**config.mk**
```make
export PLATFORM = sky130hd
export DESIGN_NAME = tone_bus_ctrl
export DESIGN_NICKNAME = d
export VERILOG_FILES = /design/src/rtl/tone_pkg.sv /design/src/rtl/tone_bus_ctrl_ctl.sv /design/src/rtl/tone_bus_ctrl_dp.sv /design/src/rtl/tone_bus_ctrl.sv
export SDC_FILE = /design/constraint.sdc
export NUM_CORES = 1
export LEC_CHECK = 0
export ABC_AREA = 1
export CAP_MARGIN = 10
export CORE_UTILIZATION = 54
export CTS_BUF_LIST = sky130_fd_sc_hd__clkbuf_4
export CTS_CLUSTER_DIAMETER = 40
export DETAILED_ROUTE_END_ITERATION = 10
export GPL_TIMING_DRIVEN = 0
export PLACE_DENSITY = 0.81
export SLEW_MARGIN = 10
export SYNTH_ARGS = -nofsm -noshare
export SYNTH_HDL_FRONTEND = slang
export SYNTH_HIERARCHICAL = 1
export SYNTH_SLANG_ARGS = --single-unit
```
**constraint.sdc**
```tcl
create_clock -name clk -period 1.82 [get_ports clk]
set_input_delay 0.273 -clock clk [delete_from_list [all_inputs] [get_ports clk]]
set_output_delay 0.273 -clock clk [all_outputs]
set_load 0.005 [all_outputs]
```
**src/rtl/tone_pkg.sv**
```systemverilog
package tone_pkg;
  typedef struct packed {
    logic wrCtrl;
    logic wrTx;
    logic rdStat;
    logic rdRx;
    logic burstDone;
  } toneStrb_t;

  typedef enum logic [1:0] {SEQ_IDLE, SEQ_BURST, SEQ_PAUSE} seqState_t;
endpackage

```
**src/rtl/tone_bus_ctrl_ctl.sv**
```systemverilog
module tone_bus_ctrl_ctl
  import tone_pkg::*;
#(
  parameter int TICKS_PER_MS = 8,
  parameter int BURST_MS     = 50
) (
  input  logic      clk,
  input  logic      rstN,
  input  logic      csN,
  input  logic      regSel,
  input  logic      rdWr,
  input  logic      strobe,
  input  logic      msTick,
  input  logic      extBurst,
  input  logic      toneOutEn,
  output toneStrb_t strb,
  output logic      toneEn,
  output logic      inPause
);
  localparam int TICK_W = (TICKS_PER_MS > 1) ? $clog2(TICKS_PER_MS) : 1;
  localparam int MS_W   = $clog2(2 * BURST_MS + 1);
  localparam logic [TICK_W-1:0] TICK_LAST = TICK_W'(TICKS_PER_MS - 1);
  localparam logic [MS_W-1:0]   PH_NORM   = MS_W'(BURST_MS - 1);
  localparam logic [MS_W-1:0]   PH_EXT    = MS_W'(2 * BURST_MS - 1);

  seqState_t         state;
  logic [TICK_W-1:0] tickCnt;
  logic [MS_W-1:0]   msCnt;
  logic              access, msDone, phaseEnd;
  logic [MS_W-1:0]   phaseLast;

  // bus decode into strobes
  always_comb begin
    access         = !csN && strobe;
    strb.wrCtrl    = access && regSel && !rdWr;
    strb.rdStat    = access && regSel && rdWr;
    strb.wrTx      = access && !regSel && !rdWr;
    strb.rdRx      = access && !regSel && rdWr;
    phaseLast      = extBurst ? PH_EXT : PH_NORM;
    msDone         = msTick && (tickCnt == TICK_LAST);
    phaseEnd       = msDone && (msCnt >= phaseLast);
    // a new transmit write restarts the sequence and masks completion
    strb.burstDone = (state == SEQ_PAUSE) && phaseEnd && !strb.wrTx;
  end

  always_ff @(posedge clk or negedge rstN) begin
    if (!rstN) begin
      state   <= SEQ_IDLE;
      tickCnt <= '0;
      msCnt   <= '0;
    end else if (strb.wrTx) begin
      state   <= SEQ_BURST;
      tickCnt <= '0;
      msCnt   <= '0;
    end else if (state != SEQ_IDLE && msTick) begin
      if (msDone) begin
        tickCnt <= '0;
        if (phaseEnd) begin
          msCnt <= '0;
          state <= (state == SEQ_BURST) ? SEQ_PAUSE : SEQ_IDLE;
        end else begin
          msCnt <= msCnt + 1'b1;
        end
      end else begin
        tickCnt <= tickCnt + 1'b1;
      end
    end
  end

  assign toneEn  = (state == SEQ_BURST) && toneOutEn;
  assign inPause = (state == SEQ_PAUSE);
endmodule

```
**src/rtl/tone_bus_ctrl_dp.sv**
```systemverilog
module tone_bus_ctrl_dp
  import tone_pkg::*;
(
  input  logic       clk,
  input  logic       rstN,
  input  toneStrb_t  strb,
  input  logic       regSel,
  input  logic [3:0] dataIn,
  input  logic [3:0] detCode,
  input  logic       detValid,
  output logic [3:0] dataOut,
  output logic       irqN,
  output logic [3:0] toneCode,
  output logic       toneOutEn,
  output logic       toneMode,
  output logic       irqEnable,
  output logic       extBurst,
  output logic       pointB,
  output logic       txReady,
  output logic       rxFull
);
  logic [2:0] ctrlA;
  logic       ctrlB;
  logic [3:0] rxData;
  logic       irqFlag;
  logic [3:0] status;

  always_ff @(posedge clk or negedge rstN) begin
    if (!rstN) begin
      ctrlA    <= '0;
      ctrlB    <= 1'b0;
      pointB   <= 1'b0;
      toneCode <= '0;
      rxData   <= '0;
      rxFull   <= 1'b0;
      txReady  <= 1'b0;
      irqFlag  <= 1'b0;
    end else begin
      if (strb.wrCtrl) begin
        if (pointB) begin
          ctrlB  <= dataIn[0];
          pointB <= 1'b0;
        end else begin
          ctrlA  <= dataIn[2:0];
          pointB <= dataIn[3];
        end
      end
      if (strb.wrTx) toneCode <= dataIn;

      if (strb.burstDone)                 txReady <= 1'b1;
      else if (strb.wrTx || strb.rdStat)  txReady <= 1'b0;

      if (detValid) begin
        rxData <= detCode;
        rxFull <= 1'b1;
      end else if (strb.rdRx) begin
        rxFull <= 1'b0;
      end

      if (strb.burstDone || detValid) irqFlag <= 1'b1;
      else if (strb.rdStat)           irqFlag <= 1'b0;
    end
  end

  always_comb begin
    status  = {1'b0, rxFull, txReady, irqFlag};
    dataOut = regSel ? status : rxData;
  end

  assign toneOutEn = ctrlA[0];
  assign toneMode  = ctrlA[1];
  assign irqEnable = ctrlA[2];
  assign extBurst  = ctrlB;
  assign irqN      = !(irqEnable && (txReady || rxFull));
endmodule

```
**src/rtl/tone_bus_ctrl.sv**
```systemverilog
module tone_bus_ctrl
  import tone_pkg::*;
#(
  parameter int TICKS_PER_MS = 8,
  parameter int BURST_MS     = 50
) (
  input  logic       clk,
  input  logic       rstN,
  input  logic       csN,
  input  logic       regSel,
  input  logic       rdWr,
  input  logic       strobe,
  input  logic [3:0] dataIn,
  output logic [3:0] dataOut,
  output logic       irqN,
  input  logic       msTick,
  output logic       toneEn,
  output logic       toneMode,
  output logic [3:0] toneCode,
  input  logic [3:0] detCode,
  input  logic       detValid
);
  toneStrb_t strb;
  logic toneOutEn, irqEnable, extBurst, pointB, txReady, rxFull, inPause;

  tone_bus_ctrl_ctl #(.TICKS_PER_MS(TICKS_PER_MS), .BURST_MS(BURST_MS)) ctl_i (
    .clk(clk), .rstN(rstN), .csN(csN), .regSel(regSel), .rdWr(rdWr),
    .strobe(strobe), .msTick(msTick), .extBurst(extBurst),
    .toneOutEn(toneOutEn), .strb(strb), .toneEn(toneEn), .inPause(inPause)
  );

  tone_bus_ctrl_dp dp_i (
    .clk(clk), .rstN(rstN), .strb(strb), .regSel(regSel), .dataIn(dataIn),
    .detCode(detCode), .detValid(detValid), .dataOut(dataOut), .irqN(irqN),
    .toneCode(toneCode), .toneOutEn(toneOutEn), .toneMode(toneMode),
    .irqEnable(irqEnable), .extBurst(extBurst), .pointB(pointB),
    .txReady(txReady), .rxFull(rxFull)
  );
endmodule

```
==> results of run 1 <==
## per-layer routing
layer	part of all wire, %	wire length [microns]	vias to the layer above
met5	0	0	-
met4	0.63	19	0
met3	2.7	82	2
met2	52	1560	23
met1	45	1350	605
li1	-	-	676
## Yosys cell counts
library cell              count
sky130_fd_sc_hd__a21oi_2      2
sky130_fd_sc_hd__nor2_1      10
sky130_fd_sc_hd__o21ai_0      7
sky130_fd_sc_hd__nor3b_2      1
sky130_fd_sc_hd__nand4_1      5
sky130_fd_sc_hd__inv_1       29
sky130_fd_sc_hd__ha_1         6
sky130_fd_sc_hd__a21oi_1      1
sky130_fd_sc_hd__o21ai_2      2
sky130_fd_sc_hd__inv_2        4
sky130_fd_sc_hd__nand2_1     68
sky130_fd_sc_hd__buf_2        1
sky130_fd_sc_hd__nand2_2      2
sky130_fd_sc_hd__nand4_4      1
sky130_fd_sc_hd__buf_4        1
sky130_fd_sc_hd__buf_6        2
sky130_fd_sc_hd__nand3_2      1
sky130_fd_sc_hd__o21ai_1      6
sky130_fd_sc_hd__dfrtp_1     28
sky130_fd_sc_hd__nand3_1     15
sky130_fd_sc_hd__xor2_1       3
sky130_fd_sc_hd__nand2_4      3
## kinds of logic after synthesis
family	synth area share (%)
simple gates	31.5
compound gates	6.76
fa+ha+maj	4.83
buf+inv	10.2
xor+xnor	1.69
flops	45.1
## metrics by stage
| stage | setup TNS, ns | hold slack, ns |
|---|---|---|
| floorplan | 0 | -0.0226 |
| global placement | -0.169 | 0.453 |
| detailed placement | -0.372 | 0.456 |
| CTS | 0 | 0.223 |
| global route | 0 | 0.237 |
| finish | 0 | 0.241 |
## sequential cells by signal (all words and copies together) (netlist names), 2 cells and up
register and count:
dp_i/ctrlA 3, ctl_i/state 2, dp_i/toneCode 4, dp_i/rxData 4, ctl_i/tickCnt 3, ctl_i/msCnt 7
## power by group
group / internal, mW / switching (mW) / leakage [nW] / total (mW)
clock network: 0.0775 / 0.169 / 0.0138 / 0.246
registers: 0.741 / 0.107 / 0.345 / 0.847
logic: 0.232 / 0.247 / 0.673 / 0.480
## area by class of cell
cell class	instances	area share [%]
Inverter	33	6.61
Timing Repair Buffer	26	13.7
Clock buffer	3	1.20
Sequential cell	28	37.4
Multi-Input combinational cell	133	37.1
Tap cell	31	2.07
Buffer	4	1.87
## worst max-delay path, cell delays in order, from the launching register on
cell	delay, ns
sky130_fd_sc_hd__dfrtp_1	0.43
sky130_fd_sc_hd__o21ai_0	0.16
sky130_fd_sc_hd__clkdlybuf4s50_1	0.52
## final timing paths
path	startpoint	cells past startpoint	slack [ns]	to
min in group asynchronous	rstN	2	0.48	ctl_i/msCnt[6]
worst min register to register	dp_i/toneCode[1]	2	0.48	dp_i/toneCode[1]
worst min-delay path	detValid	2	0.24	dp_i/rxData[2]
max in group asynchronous	rstN	2	0.94	dp_i/ctrlA[2]
worst max register to register	dp_i/extBurst	10	0.30	ctl_i/state[1]
worst max-delay path	dp_i/rxFull	2	0.13	irqN
## what timing repair did
item / in CTS / in global routing
endpoints found under the setup margin: 3 / 1
hold buffers: 0 / 1
cloned: 0 / 0
endpoints found under the hold margin: 0 / 28
resized for setup: 1 / 1
==> impl_metrics.tcl, run 1 <==
set metrics [dict create \
    viasPerCell 5.06 \
    hold_viol 0 \
    ys_types 22 \
    synth-seq-area-share_pct 45.1 \
    via_count 1306 \
    leading_cell_types_in_the_layout_fill_and_taps_excluded "sky130_fd_sc_hd__nand2_1 (68), sky130_fd_sc_hd__inv_1 (29), sky130_fd_sc_hd__dfrtp_1 (28)" \
    seqCellArea_sq_um 701 \
    fill_cells 230 \
    postCtsSetupBuffers 0 \
    mean_instance_size_in_the_synthesized_netlist_sq_um 7.85 \
    layout_min_cycle_time_ns 1.69 \
    status "finished, final reports clean" \
    period_utilization_pct 93.1 \
    clock_tree.root_cell "sky130_fd_sc_hd__clkbuf_4" \
    hpwlAfterDp_microns 2320 \
    placedCellCount 254 \
    drtIter0Drc 42 \
    crit_type "register to output port" \
    numPortBuffers 25 \
    yosys_warnings 6 \
    finish.utilization_pct 68.5 \
    fin_ws_ns 0.126 \
    setup_viol_count_final 0 \
    initial_utilization_pct 56.9 \
    area_added_between_synthesis_and_finish_pct 20.4 \
    max-slew-margin-rel_pct 59.2 \
    final_net_count 251 \
    max_cap_violations 0 \
    gp_congestion 0.908 \
    p_leak_nw 1.03 \
    pre_cts_slack_ns -0.0583 \
    critPathArrivalTime_ns 1.42 \
    min-delay-path-class "input pin to register" \
    antenna-diode-count 0 \
    multi_input_comb_area_sq_um 696 \
    grt-ovfl-total 0 \
    syn-instance-count 198 \
    grt.total_usage_pct 22.0 \
    synth_top_area_cell "sky130_fd_sc_hd__dfrtp_1" \
    global_route_met3_utilization_pct 3.26 \
    grt_use_met1_pct 26.4 \
    latest_clock_arrival_within_the_worst_skew_pair_ns 0.32 \
    post-route-cell-area_sq_mm 0.00187 \
    cts_clk_pin_slew_worst_paths_ns 0.14 \
    layout.cells.most_common "sky130_fd_sc_hd__nand2_1" \
    worst-slew-pin-transition_ns 0.612 \
    grt.busiest_layer "met2" \
    timing.final.max_slew_violations 0 \
    synth_top_cells_by_area "sky130_fd_sc_hd__dfrtp_1 (45%), sky130_fd_sc_hd__nand2_1 (16%), sky130_fd_sc_hd__inv_1 (7.0%)" \
    mappedNetlistArea_sq_mm 0.00156 \
    coreArea_sq_mm 0.00273 \
    grt_pass1_wl_microns 5320 \
    rsz0062_at_grt "no" \
    ys_seq_elements 28 \
    tritoncts "yes" \
    cts_buffer_depth 2 \
    post-route-drc-count 0 \
    number_of_clock_buffers_inserted_by_tritoncts 3 \
    via_count_of_the_first_global_routing_pass 1263 \
    total_power_mw 1.57 \
    power_per_cell_area_mw_per_mm2 840 \
    antenna_violating_nets_post_route 0 \
    grt_antenna_before_repair 0 \
    detailed_place.area_sq_mm 0.00184 \
    crit_required_ns 1.55 \
    fp.dieArea_sq_mm 0.00310 \
    end_kind "output port" \
    pin_count_of_the_biggest_net_entering_global_routing 29 \
    cts_num_sinks 28 \
    routedWlPerCell_microns 11.7 \
    cts-htree-levels 1 \
    timing.fmax_mhz 590 \
    grt_use_met2_pct 39.8 \
    clock-skew-final_ns 0.00283 \
    die-height_microns 55.7 \
    mappedNetlistNets 220 \
    firstDrtPassIters 5 \
    floorplan.io_pins 27 \
    post_route_cells_drive_above_1_share_pct 10.6 \
    kind_of_launch_point_of_the_worst_setup_path "register" \
    rows 19 \
    vdd_ir_drop_max_uv 753 \
    drt-total-wl_microns 3020 \
    critical_path_maximum_fanout 3 \
    yosysTopAreaCellShare_pct 45.1 \
    horizontal_extent_of_the_die_microns 55.7 \
    final_non_filler_cells 258 \
]
(Power assumes the default switching activity.)
==> inputs of run 2 (changes only) <==
Settings changed: SETUP_SLACK_MARGIN from default to 0.5.
==> run 2 against run 1 <==
  * Utilization rose by 2.7 points
  * Maximum frequency rose by 11%
  * Setup slack improved by 0.16 ns
  * Register-to-register slack barely moved
  * Wire length rose by 0.90%
  * Largest power group unchanged
  * Highest routed layer unchanged
==> impl_metrics.tcl, run 2 (synthesis results as in run 1) <==
set metrics [dict create \
    p_leak_nw 1.08 \
    layout.cells.most_common "sky130_fd_sc_hd__nand2_1" \
    registers.top_by_ff_count "ctl_i/msCnt" \
    critical_path.n_buffers_inverters 1 \
    die-height_microns 55.7 \
    viasPerCell 4.97 \
    final_non_filler_cells 270 \
    period_utilization_pct 84.1 \
    crit_required_ns 2.10 \
    timing.final.max_slew_violations 0 \
    power_per_cell_area_mw_per_mm2 818 \
    clock_tree.root_cell "sky130_fd_sc_hd__clkbuf_4" \
    min_to "dp_i/rxData[1]" \
    r2r_slack_ns 0.29 \
    antenna-diode-count 0 \
    power.clock.fraction_pct 16.1 \
    critPathSlowestCell "sky130_fd_sc_hd__dfrtp_2" \
    detailed_place.area_sq_mm 0.00184 \
    comb_power_share_pct 30.9 \
    total_power_mw 1.59 \
    post-route-drc-count 0 \
    placedCellCount 254 \
    sequentialPowerShare_pct 52.9 \
    setup_total_negative_slack_ns 0 \
    fin_ws_ns 0.289 \
    max-slew-margin-rel_pct 58.4 \
    cts_clk_pin_slew_worst_paths_ns 0.15 \
    layout_min_cycle_time_ns 1.53 \
    crit_type "register to register" \
    whs_path_depth 2 \
    pin_count_of_the_biggest_net_entering_global_routing 29 \
    rsz0062_at_grt "yes" \
    fp.dieArea_sq_mm 0.00310 \
    post_route_cells_drive_above_1_share_pct 19.7 \
    routedWlPerCell_microns 11.3 \
    power_switching_uw 534 \
    worstPathCellList "ha_1, nand2_1, nand2_1, a21oi_2, nand2_2, nand2_4, buf_4, nand4_1, nand2_1" \
    antenna_violating_nets_post_route 0 \
    cts_buffer_depth 2 \
    grt_pass1_wl_microns 5050 \
    vdd_ir_drop_max_uv 835 \
    timing.fmax_mhz 653 \
    drt-total-wl_microns 3040 \
    crit_path_max_incr_delay_ns 0.45 \
    max_cap_violations 0 \
    top_regs "ctl_i/msCnt: 7 flops, dp_i/rxData: 4 flops, dp_i/toneCode: 4 flops" \
    status "finished, final reports clean" \
    hpwlAfterDp_microns 2260 \
    grt_antenna_before_repair 0 \
    floorplan.io_pins 27 \
    via_count 1343 \
    r2r-end "ctl_i/msCnt[6]" \
    setup_viol_count_final 0 \
    coreArea_sq_mm 0.00273 \
    initial_utilization_pct 56.9 \
    numPortBuffers 25 \
    largest_register_ff_count 7 \
    cp.depth 9 \
    min_from "detValid" \
    cts_num_sinks 28 \
    post-route-cell-area_sq_mm 0.00195 \
    horizontal_extent_of_the_die_microns 55.7 \
    via_count_of_the_first_global_routing_pass 1224 \
    pre_cts_slack_ns -0.0514 \
    tritoncts "yes" \
    area_added_between_synthesis_and_finish_pct 25.1 \
    rows 19 \
    p_sw_share_pct 33.6 \
    gp_congestion 0.878 \
    fill_cells 222 \
    end_kind "register" \
    final_net_count 262 \
    latest_clock_arrival_within_the_worst_skew_pair_ns 0.33 \
    number_of_clock_buffers_inserted_by_tritoncts 3 \
    clock-skew-final_ns 0.00875 \
    cts-htree-levels 1 \
    worst-slew-pin-transition_ns 0.625 \
    kind_of_launch_point_of_the_worst_setup_path "register" \
    critPathArrivalTime_ns 1.81 \
    cp_top_family "flip-flops" \
    crit_top_cell "sky130_fd_sc_hd__nand2_1" \
    leading_cell_types_in_the_layout_fill_and_taps_excluded "sky130_fd_sc_hd__nand2_1 (67), sky130_fd_sc_hd__dfrtp_1 (27), sky130_fd_sc_hd__inv_1 (26)" \
    grt.total_usage_pct 20.2 \
    rr_worst_depth 9 \
    critical_path_maximum_fanout 5 \
    firstDrtPassIters 4 \
    drtIter0Drc 31 \
    min-delay-path-class "input pin to register" \
    grt-ovfl-total 0 \
    power_internal_mw 1.06 \
    hold_viol 0 \
    reg2reg_from "ctl_i/msCnt[4]" \
]
[run 2: cell types whose count changed in the layout (fill, tap and decap cells not counted), sizes merged]
cell,previous run,this run
buf,5,22
dlymetal6s2s,1,0
clkinv,0,1
inv,33,32
clkdlybuf4s50,22,12
clkinvlp,0,1
dlygate4sd2,1,6
[run 2: what timing repair did]
item                                   CTS  global route
cloned                                   0             1
endpoints found under the hold margin    0            28
setup endpoints to repair               55            21
setup buffers                            5             5
pin swaps                                1             9
hold buffers                             0             1
resized for setup                       31            15
[run 2: worst reg2reg max path: cells and delay by family (launching register included)]
kind	cells	cell delay [ns]
adders and majority gates	1	0.31
and+or+nand+nor	6	0.45
buffers and inverters	1	0.13
DFF	1	0.45
AOI/OAI and AO/OA	1	0.14
[run 2: power by group through the flow]
stage,registers [mW],logic [mW],clock network [mW]
after floorplan,0.839,0.297,0
after global placement,0.850,0.452,0
after detailed placement,0.855,0.475,0
after CTS,0.840,0.471,0.267
after global routing,0.859,0.561,0.286
final,0.843,0.492,0.257
[run 2: per-stage QoR]
step,hold slack (ns),util [%]
detailed placement,0.458,67.5
CTS,0.219,68.6
floorplan,-0.0226,-
global route,0.248,71.2
global placement,0.454,67.5
finish,0.233,71.2
[run 2: worst max path at each step]
stage	slack (ns)	end	start
floorplan	0.46	ctl_i/state[1]	ctl_i/msCnt[6]
global placement	-0.04	dataOut[2]	regSel
detailed placement	-0.05	dp_i/txReady	regSel
CTS	0.30	ctl_i/state[1]	ctl_i/msCnt[4]
global route	0.20	ctl_i/state[0]	ctl_i/msCnt[6]
finish	0.29	ctl_i/msCnt[6]	ctl_i/msCnt[4]
[run 2: final cells by class]
cell class,instances,area (sq um),share of cell area (%)
clock inverter,1,3.75,0.193
tap,31,38.8,1.99
inverter,33,130,6.69
clock buffer,3,22.5,1.16
timing repair buffer,37,304,15.6
multi-input combinational,133,709,36.5
buffer,4,35.0,1.80
sequential,28,702,36.1
[run 2: routing by layer]
metal	wire length, microns	up-vias	global-route usage (%)
met2	1500	24	34.6
li1	-	699	-
met1	1420	618	26.7
met5	0	-	0
met3	105	2	3.49
met4	17	0	4.64
